===== config.mk =====
export PLATFORM = sky130hd
export DESIGN_NAME = log_recon_adder
export DESIGN_NICKNAME = d
export VERILOG_FILES = /design/src/rtl/lrc_pkg.sv /design/src/rtl/lrc_exp_select.sv /design/src/rtl/lrc_const_mult.sv /design/src/rtl/lrc_align_add.sv /design/src/rtl/log_recon_adder.sv
export SDC_FILE = /design/constraint.sdc
export NUM_CORES = 1
export LEC_CHECK = 0
export BUFFER_PORTS_ARGS = -buffer_cell sky130_fd_sc_hd__buf_2
export CORE_UTILIZATION = 40
export CTS_CLUSTER_DIAMETER = 200
export DETAILED_ROUTE_END_ITERATION = 10
export GPL_TIMING_DRIVEN = 0
export HOLD_SLACK_MARGIN = 0.03
export PLACE_DENSITY = 0.62
export SETUP_SLACK_MARGIN = 0.2
export SLEW_MARGIN = 10
export SYNTH_ARGS = -nofsm -noshare
export SYNTH_HDL_FRONTEND = slang
export SYNTH_HIERARCHICAL = 1
export SYNTH_SLANG_ARGS = --single-unit

===== constraint.sdc =====
create_clock -name clk -period 0.9 [get_ports clk]
set_clock_uncertainty 0.2 [all_clocks]
set_input_delay 0.09 -clock clk [delete_from_list [all_inputs] [get_ports clk]]
set_output_delay 0.09 -clock clk [all_outputs]
set_load 0.03 [all_outputs]

===== src/rtl/lrc_pkg.sv =====
package lrc_pkg;
   // ln(2) fraction bits, binary point left of the MSB
   localparam logic [63:0] LN2_FRAC64 = 64'hB172_17F7_D1CF_79AB;

   // ln(2) rounded to nearest with fbits fraction bits (fbits <= 60)
   function automatic logic [63:0] ln2_rounded(input int fbits);
      logic [63:0] trunc;
      logic        rbit;
      trunc = LN2_FRAC64 >> (64 - fbits);
      rbit  = LN2_FRAC64[63 - fbits];
      return trunc + {63'd0, rbit};
   endfunction
endpackage


===== src/rtl/lrc_exp_select.sv =====
module lrc_exp_select #(
   parameter int WE = 8
) (
   input  logic          clk,
   input  logic          rst_n,
   input  logic          in_valid,
   input  logic          res_neg,
   input  logic [WE:0]   exp_term,
   input  logic [WE:0]   exp_term_neg,
   output logic [WE-1:0] sel_mag
);
   logic [WE:0] chosen;

   always_comb begin
      chosen = res_neg ? exp_term_neg : exp_term;
   end

   assign sel_mag = chosen[WE-1:0];

   // the sign prediction must pick a non-negative exponent term
   assert_sel_nonneg_R2: assert property (@(posedge clk) disable iff (!rst_n)
      in_valid |-> !chosen[WE]);
endmodule


===== src/rtl/lrc_const_mult.sv =====
module lrc_const_mult #(
   parameter int              WE        = 8,
   parameter int              WC        = 26,
   parameter logic [WC-1:0]   K         = '0,
   parameter int              SHIFT_ADD = 1
) (
   input  logic [WE-1:0]    mag,
   output logic [WE+WC-1:0] prod
);
   localparam int WP = WE + WC;

   if (SHIFT_ADD != 0) begin : g_shift_add
      logic [WP-1:0] acc [0:WC];
      assign acc[0] = '0;
      for (genvar i = 0; i < WC; i++) begin : g_bit
         if (K[i]) begin : g_one
            assign acc[i+1] = acc[i] + (WP'(mag) << i);
         end else begin : g_zero
            assign acc[i+1] = acc[i];
         end
      end
      assign prod = acc[WC];
   end else begin : g_mult
      assign prod = WP'(mag) * WP'(K);
   end
endmodule


===== src/rtl/lrc_align_add.sv =====
module lrc_align_add #(
   parameter int WP = 34,
   parameter int WY = 52,
   parameter int WZ = 59,
   parameter int SH = 23
) (
   input  logic                 clk,
   input  logic                 rst_n,
   input  logic                 in_valid,
   input  logic [WP-1:0]        prod,
   input  logic signed [WY-1:0] y_term,
   output logic [WZ-1:0]        z_sum
);
   localparam int WS = WZ + 1;

   logic signed [WS-1:0] term_e;
   logic signed [WS-1:0] term_y;
   logic signed [WS-1:0] total;

   // exponent product moved to the mantissa binary point, zero low fill
   assign term_e = $signed(WS'(prod) << SH);
   assign term_y = WS'(y_term);
   assign total  = term_e + term_y;
   assign z_sum  = total[WZ-1:0];

   // the sign-corrected sum is never negative
   assert_no_overflow_R4: assert property (@(posedge clk) disable iff (!rst_n)
      in_valid |-> !total[WS-1]);

   // a zero exponent product leaves the mantissa term untouched
   assert_zero_exp_R3: assert property (@(posedge clk) disable iff (!rst_n)
      (in_valid && prod == '0) |-> z_sum == WZ'(y_term));
endmodule


===== src/rtl/log_recon_adder.sv =====
module log_recon_adder #(
   parameter int WE        = 8,
   parameter int WF        = 23,
   parameter int G0        = 3,
   parameter int LN2_GUARD = 3,
   parameter int OUT_REG   = 1,
   parameter int SHIFT_ADD = 1
) (
   input  logic                          clk,
   input  logic                          rst_n,
   input  logic                          in_valid,
   input  logic                          res_neg,
   input  logic signed [WE:0]            exp_term,
   input  logic signed [WE:0]            exp_term_neg,
   input  logic signed [2*WF+G0+2:0]     y_term,
   output logic                          out_valid,
   output logic [WE+2*WF+G0+1:0]         z_mag
);
   localparam int WC = WF + LN2_GUARD;
   localparam int WP = WE + WC;
   localparam int WY = 2*WF + G0 + 3;
   localparam int WZ = WE + 2*WF + G0 + 2;
   localparam int SH = 2*WF + G0 - WC;
   localparam logic [WC-1:0] LN2_K = WC'(lrc_pkg::ln2_rounded(WC));

   if (WE < 2) begin : g_chk_we
      $error("log_recon_adder: WE must be at least 2");
   end
   if (WF < 2) begin : g_chk_wf
      $error("log_recon_adder: WF must be at least 2");
   end
   if (G0 < 1 || G0 > 5) begin : g_chk_g0
      $error("log_recon_adder: G0 must lie in 1..5");
   end
   if (LN2_GUARD < 1 || WC > 60) begin : g_chk_guard
      $error("log_recon_adder: constant width out of range");
   end
   if (SH < 0) begin : g_chk_shift
      $error("log_recon_adder: constant finer than mantissa term");
   end
   if (OUT_REG < 0 || OUT_REG > 1) begin : g_chk_reg
      $error("log_recon_adder: OUT_REG must be 0 or 1");
   end

   logic [WE-1:0] sel_mag;
   logic [WP-1:0] prod;
   logic [WZ-1:0] z_sum;

   lrc_exp_select #(.WE(WE)) u_sel (
      .clk          (clk),
      .rst_n        (rst_n),
      .in_valid     (in_valid),
      .res_neg      (res_neg),
      .exp_term     (exp_term),
      .exp_term_neg (exp_term_neg),
      .sel_mag      (sel_mag)
   );

   lrc_const_mult #(.WE(WE), .WC(WC), .K(LN2_K), .SHIFT_ADD(SHIFT_ADD)) u_mult (
      .mag  (sel_mag),
      .prod (prod)
   );

   lrc_align_add #(.WP(WP), .WY(WY), .WZ(WZ), .SH(SH)) u_add (
      .clk      (clk),
      .rst_n    (rst_n),
      .in_valid (in_valid),
      .prod     (prod),
      .y_term   (y_term),
      .z_sum    (z_sum)
   );

   if (OUT_REG != 0) begin : g_reg
      logic          v_q;
      logic [WZ-1:0] z_q;

      always_ff @(posedge clk or negedge rst_n) begin
         if (!rst_n) begin
            v_q <= 1'b0;
            z_q <= '0;
         end else begin
            v_q <= in_valid;
            if (in_valid) begin
               z_q <= z_sum;
            end
         end
      end

      assign out_valid = v_q;
      assign z_mag     = z_q;

      // valid follows the input by exactly one clock
      assert_valid_delay_R5: assert property (@(posedge clk) disable iff (!rst_n)
         $past(rst_n) |-> out_valid == $past(in_valid));

      // the output register holds when no operand was taken
      assert_hold_idle_R7: assert property (@(posedge clk) disable iff (!rst_n)
         ($past(rst_n) && !$past(in_valid)) |-> $stable(z_mag));
   end else begin : g_comb
      assign out_valid = in_valid;
      assign z_mag     = z_sum;
   end
endmodule


== After elaboration in Yosys (flattened, before gate mapping) ==
Cells that the tools add are included.

* Bits in registers: 60
* Bits of input ports: 74

* Add/subtract/negate cells: 10
* Mux-type cells: 1

{| class="wikitable"
|+ Operators by type and width
! operator !! count
|-
| adder 58 x 52 -> 59 bit || 1
|-
| adder 34 x 19 -> 34 bit || 1
|-
| adder 34 x 22 -> 34 bit || 1
|-
| adder 34 x 23 -> 34 bit || 1
|-
| adder 34 x 24 -> 34 bit || 1
|-
| adder 34 x 26 -> 34 bit || 1
|-
| adder 34 x 30 -> 34 bit || 1
|-
| adder 34 x 31 -> 34 bit || 1
|-
| adder 34 x 33 -> 34 bit || 1
|-
| adder 13 x 14 -> 15 bit || 1
|-
| 2-to-1 mux 8 bit || 1
|}

== Logic depth before layout (Yosys ltp) ==
* Depth in word-level cells: 11
* Depth in mapped cells: 34

== By module ==
Netlist, hierarchy kept.

{| class="wikitable"
|+ By module, submodules not included
! module !! cells an instance !! instances !! sequential area each (sq um) !! area an instance (sq um)
|-
| lrc_const_mult || 272 || 1 || 0.0 || 2,453.6
|-
| lrc_align_add || 317 || 1 || 0.0 || 2,263.4
|-
| log_recon_adder || 126 || 1 || 1,501.4 || 2,260.9
|-
| lrc_exp_select || 9 || 1 || 0.0 || 131.4
|}

== Least setup slack after synthesis ==
OpenSTA, ideal clock, no wires.

* Path type: input to register
* From: input port res_neg
* To: register g_reg.z_q[58] (netlist: z_mag[58])
* Stages: 33
* Data arrival time: 7,034 ps
* Slack: -6,458 ps
* Cell sequence: buf_6 -> mux2_4 -> ha_1 -> ha_1 -> fa_1 -> a211oi_2 -> nor2_1 -> o31a_1 -> a41oi_2 -> o31ai_1 -> xor2_1 -> fa_1 -> inv_1 -> fa_1 -> fa_1 -> inv_1 -> ha_1 -> a21oi_1 -> nand2_1 -> a311oi_2 -> o31ai_1 -> a21oi_1 -> xnor2_1 -> ha_1 -> clkbuf_1 -> a21o_1 -> a21o_1 -> a21oi_1 -> o21bai_1 -> a211o_1 -> a211oi_1 -> nor4_2 -> mux2_2

* Word-level cells in the longest chain between the ends: 11

{| class="wikitable"
|+ Ends and longest elaborated chain
! what !! line !! source
|-
| start: declaration || log_recon_adder.sv:12 || <nowiki>input logic res_neg,</nowiki>
|-
| 2-to-1 mux 8 bit * || lrc_exp_select.sv:15 || <nowiki>chosen = res_neg ? exp_term_neg : exp_term;</nowiki>
|-
| via sel_mag[1] || log_recon_adder.sv:45 || <nowiki>logic [WE-1:0] sel_mag;</nowiki>
|-
| adder 13 x 14 -> 15 bit || lrc_const_mult.sv:17 || <nowiki>assign acc[i+1] = acc[i] + (WP'(mag) << i);</nowiki>
|-
| adder 34 x 19 -> 34 bit || lrc_const_mult.sv:17 ||
|-
| adder 34 x 22 -> 34 bit || lrc_const_mult.sv:17 ||
|-
| adder 34 x 23 -> 34 bit || lrc_const_mult.sv:17 ||
|-
| adder 34 x 24 -> 34 bit || lrc_const_mult.sv:17 ||
|-
| adder 34 x 26 -> 34 bit || lrc_const_mult.sv:17 ||
|-
| adder 34 x 30 -> 34 bit || lrc_const_mult.sv:17 ||
|-
| adder 34 x 31 -> 34 bit || lrc_const_mult.sv:17 ||
|-
| adder 34 x 33 -> 34 bit * || lrc_const_mult.sv:17 ||
|-
| via prod[28] || log_recon_adder.sv:46 || <nowiki>logic [WP-1:0] prod;</nowiki>
|-
| adder 58 x 52 -> 59 bit * || lrc_align_add.sv:23 || <nowiki>assign total = term_e + term_y;</nowiki>
|-
| via z_sum[58] || log_recon_adder.sv:47 || <nowiki>logic [WZ-1:0] z_sum;</nowiki>
|-
| end signal: assignment || log_recon_adder.sv:84 || <nowiki>z_q <= z_sum;</nowiki>
|-
| end: declaration || log_recon_adder.sv:75 || <nowiki>logic [WZ-1:0] z_q;</nowiki>
|}

Mark *: on every way through the listed nets, which the timed path passes. The rest lies on a longest branch.
A chain may end at the register's enable or synchronous reset.

== Worst setup path in the final report ==
* From: input port res_neg
* To: register g_reg.z_q[56] (netlist: z_mag[56])

The elaborated chain is that of the path after synthesis.

==> impl_metrics.env <==
export IMPL_outcome="complete, but fails checks"
export IMPL_failed_checks="negative hold slack, negative setup slack"
export IMPL_grt_antenna_before_repair=1
export IMPL_layout_setup_ws_ps=-6020
export IMPL_final_core_utilization=0.631
export IMPL_post_synth_top_area_fraction=0.211
export IMPL_timing_critical_path_mode_cell="sky130_fd_sc_hd__ha_4"
export IMPL_ys_seq_elements=60
export IMPL_cp_top_family="adder cells"
export IMPL_post_synth_and_or_nand_nor_area_fraction=0.0961
export IMPL_crit_end="z_mag[56]$_DFFE_PN0P_"
export IMPL_critPathRequiredTime_ps=910
export IMPL_final_setup_viol_count=119
export IMPL_synthesized_area_fraction_occupied_by_ao_oa_aoi_and_oai_cells=0.198
export IMPL_die_footprint_um2=18300
export IMPL_fp_dieH_um=135
export IMPL_dp_hpwl_mm=13.6
export IMPL_remaining_overflow_grt=0
export IMPL_crit_path_max_incr_delay_ps=500
export IMPL_clock_tree_htree_level_count=3
export IMPL_worstSetupStartpointType="primary input"
export IMPL_detailroute_wirelength_met2_mm=10.1
export IMPL_timing_hold_worst_class="in -> async"
export IMPL_timing_critical_path_depth=31
export IMPL_finalHoldWorstSlack_ps=-463
export IMPL_ioPinCount=134
export IMPL_period_share=7.69
export IMPL_crit_type="in -> reg"
export IMPL_final_period_minus_worst_setup_slack_ps=6920
export IMPL_drt_total_wl_mm=20.0
export IMPL_power_static_leakage_nw=5.04
export IMPL_layout_area_overhead_vs_synth_pct=53.6
export IMPL_synth_xor_xnor_area_share=0.0591
export IMPL_overall_via_count_from_detail_route=6289
export IMPL_path_buf_inv=3
export IMPL_synth_top_cells_by_area="sky130_fd_sc_hd__dfrtp_1, sky130_fd_sc_hd__ha_1, sky130_fd_sc_hd__mux2_2"
export IMPL_numCtsBuffers=9
export IMPL_wl_per_cell_um=16.8
export IMPL_synthMostInstantiatedCell="sky130_fd_sc_hd__ha_1"
export IMPL_insertion_delay_ps=320
export IMPL_max_cap_violations=0
export IMPL_cp_max_fo=8
export IMPL_chipWidth_um=135
export IMPL_tightestPinTransition_ps=617
export IMPL_setup_worst_path_start="res_neg"
export IMPL_vdd_ir_drop_max_v=0.00280
export IMPL_final_setup_tns_ps=-154650
export IMPL_routed_via_count_divided_by_cell_count=5.28
export IMPL_synth_adder_area_share=0.252
export IMPL_power_density_nw_per_um2=4620
export IMPL_synth_async_sr_flop_share=1.00
export IMPL_antenna_left=0
export IMPL_crit_path_top_delay_cell="sky130_fd_sc_hd__fa_1"
export IMPL_routed_wl_met3_um=729
export IMPL_grt_setup_unrepaired="yes"
export IMPL_worst_r2r_cell_count=2
export IMPL_filler_cell_count=1370
export IMPL_crit_reg2reg_capture="z_mag[48]$_DFFE_PN0P_"
export IMPL_rows=48
export IMPL_clk_buf_depth=2
export IMPL_portBuffers=107
export IMPL_final_nets=1161
export IMPL_cts_root_buf="sky130_fd_sc_hd__clkbuf_16"
export IMPL_seq_area_frac_synth=0.211
export IMPL_r2r_start="z_mag[48]$_DFFE_PN0P_"
export IMPL_met1Wirelength_mm=8.94
export IMPL_grt_start_max_net_pins=61
export IMPL_synth_edff_count=0
export IMPL_drc_errors=0
export IMPL_max_freq_ghz=0.144
export IMPL_top_layer_used="met4"
export IMPL_initial_core_util=0.411
export IMPL_syn_inst=724
export IMPL_critPathArrivalTime_ps=6930
export IMPL_clock_tree_from_tritoncts="done"
export IMPL_r2r_slack_ps=-240
export IMPL_detailedRoute_firstIterationViolations=315
export IMPL_finalHoldViolCount=86
export IMPL_syn_area_um2=7110
export IMPL_weighted_congestion_at_the_end_of_routability_driven_global_placement=0.836
export IMPL_grt_pass1_vias=6340
export IMPL_synth_avg_cell_area_um2=9.82
export IMPL_grt_first_pass_wirelength_mm=31.2
export IMPL_postSynth_topFlopCell="sky130_fd_sc_hd__dfrtp_1"
export IMPL_main_combinational_cell_family_by_area_after_synthesis="adder cells"
export IMPL_grt_util_all_layers=0.215
export IMPL_synthMuxAreaShare=0.120
export IMPL_max_slew_margin_rel=0.588
export IMPL_yosys_top_cells_count="sky130_fd_sc_hd__ha_1, sky130_fd_sc_hd__dfrtp_1, sky130_fd_sc_hd__a21oi_1, sky130_fd_sc_hd__mux2_2, sky130_fd_sc_hd__a21o_1"
export IMPL_cts_clk_slew_worst_paths_ps=50
export IMPL_synth_largest_area_cell="sky130_fd_sc_hd__dfrtp_1"
export IMPL_core_area_um2=17300
export IMPL_final_layout_size_suffix_gt1_frac=0.588
export IMPL_tritoncts_num_sinks=60
export IMPL_drt_pre_antenna_iters=4
export IMPL_timing_critical_path_to_type="register"
export IMPL_finalMaxSlewViolations=0
export IMPL_post_synth_num_cell_types=73
export IMPL_synth_yosys_warnings=6
## metal layers
| layer | GRT usage | vias to the layer above |
|---|---|---|
| met3 | 0.0389 | 20 |
| met5 | 0 | - |
| met1 | 0.277 | 3072 |
| met4 | 0.0312 | 0 |
| li1 | - | 3079 |
| met2 | 0.380 | 118 |
## cell usage in the layout, fill, tap and decap left out, types with 6 or more instances in the layout
master | netlist | routed
sky130_fd_sc_hd__nand2_1 | 42 | 32
sky130_fd_sc_hd__a21o_1 | 44 | 43
sky130_fd_sc_hd__xor2_1 | 20 | 18
sky130_fd_sc_hd__buf_6 | 3 | 108
sky130_fd_sc_hd__o21ai_0 | 21 | 12
sky130_fd_sc_hd__fa_1 | 25 | 20
sky130_fd_sc_hd__nor2_1 | 43 | 32
sky130_fd_sc_hd__nand2_2 | 0 | 7
sky130_fd_sc_hd__nand3_1 | 7 | 6
sky130_fd_sc_hd__buf_4 | 29 | 96
sky130_fd_sc_hd__xnor2_1 | 28 | 24
sky130_fd_sc_hd__inv_1 | 35 | 30
sky130_fd_sc_hd__a21oi_4 | 0 | 11
sky130_fd_sc_hd__a21oi_1 | 54 | 26
sky130_fd_sc_hd__o21bai_1 | 9 | 6
sky130_fd_sc_hd__mux2_4 | 18 | 36
sky130_fd_sc_hd__a211oi_2 | 2 | 7
sky130_fd_sc_hd__mux2_2 | 51 | 33
sky130_fd_sc_hd__buf_2 | 4 | 50
sky130_fd_sc_hd__dfrtp_2 | 0 | 59
sky130_fd_sc_hd__ha_1 | 103 | 66
sky130_fd_sc_hd__nor2_4 | 0 | 7
sky130_fd_sc_hd__o21a_1 | 6 | 6
sky130_fd_sc_hd__clkbuf_16 | 0 | 9
sky130_fd_sc_hd__o21ai_1 | 4 | 8
sky130_fd_sc_hd__a21oi_2 | 0 | 17
sky130_fd_sc_hd__ha_4 | 0 | 36
## registers in the layout, indices dropped and copies added (netlist names)
signal     count
z_mag         59
out_valid      1
## how the worst min path moves through the flow
stage | startpoint | endpoint | slack (ps) | cells after the start
2_1_floorplan | rst_n | out_valid$_DFF_PN0_ | -410 | 0
3_3_place_gp | in_valid | out_valid$_DFF_PN0_ | 20 | 1
3_5_place_dp | rst_n | z_mag[6]$_DFFE_PN0P_ | 20 | 1
4_1_cts | rst_n | z_mag[52]$_DFFE_PN0P_ | -330 | 1
5_1_grt | rst_n | z_mag[6]$_DFFE_PN0P_ | -430 | 1
6_report | rst_n | z_mag[56]$_DFFE_PN0P_ | -460 | 1
## stage by stage
stage / instance area, um^2 / hold slack (ps) / total power [mW] / setup WS [ps] / instances
after floorplan: 7790 / -406 / 31.3 / -5960 / 728
after global placement: 8610 / 22.4 / 37.0 / -6530 / 1060
after detailed placement: 8610 / 24.9 / 37.3 / -6550 / 1060
after CTS: 10100 / -333 / 45.3 / -5880 / 1144
after global routing: 10900 / -427 / 53.8 / -6190 / 1189
final: 10900 / -463 / 50.5 / -6020 / 1190
## cells by family (layout without fill, tap and decap cells)
logic type / Yosys count / count (layout)
AOI/OAI and AO/OA: 197 / 197
xor gates and xnor gates: 48 / 48
adders and majority gates: 128 / 128
buffers and inverters: 81 / 317
DFF: 60 / 60
muxes: 70 / 70
other: 1 / 6
and+or+nand+nor: 139 / 139
## power breakdown
| group | switching, mW | leakage [nW] | total [mW] | internal, mW |
|---|---|---|---|---|
| logic | 21.1 | 4.26 | 42.8 | 21.7 |
| clock network | 1.14 | 0.137 | 3.14 | 2.00 |
| registers | 0.642 | 0.642 | 4.51 | 3.87 |
## cell type report
class	count	area [um^2]	area share
Timing Repair Buffer	220	1940	0.178
Buffer	46	389	0.0356
Multi-Input combinational cell	587	6320	0.579
Inverter	35	131	0.0120
Antenna cell	1	2.50	0.000229
Sequential cell	60	1580	0.144
Tap cell	225	282	0.0258
Clock buffer	14	264	0.0242
Clock inverter	2	10.0	0.000917
## timing repair
action | 4_1_cts | 5_1_grt
pin swaps | 44 | 64
endpoints found under the hold margin | 86 | 86
resized for setup | 204 | 88
setup endpoints to repair | 119 | 178
setup buffers | 68 | 45
Power figures use the tool's default switching activity.
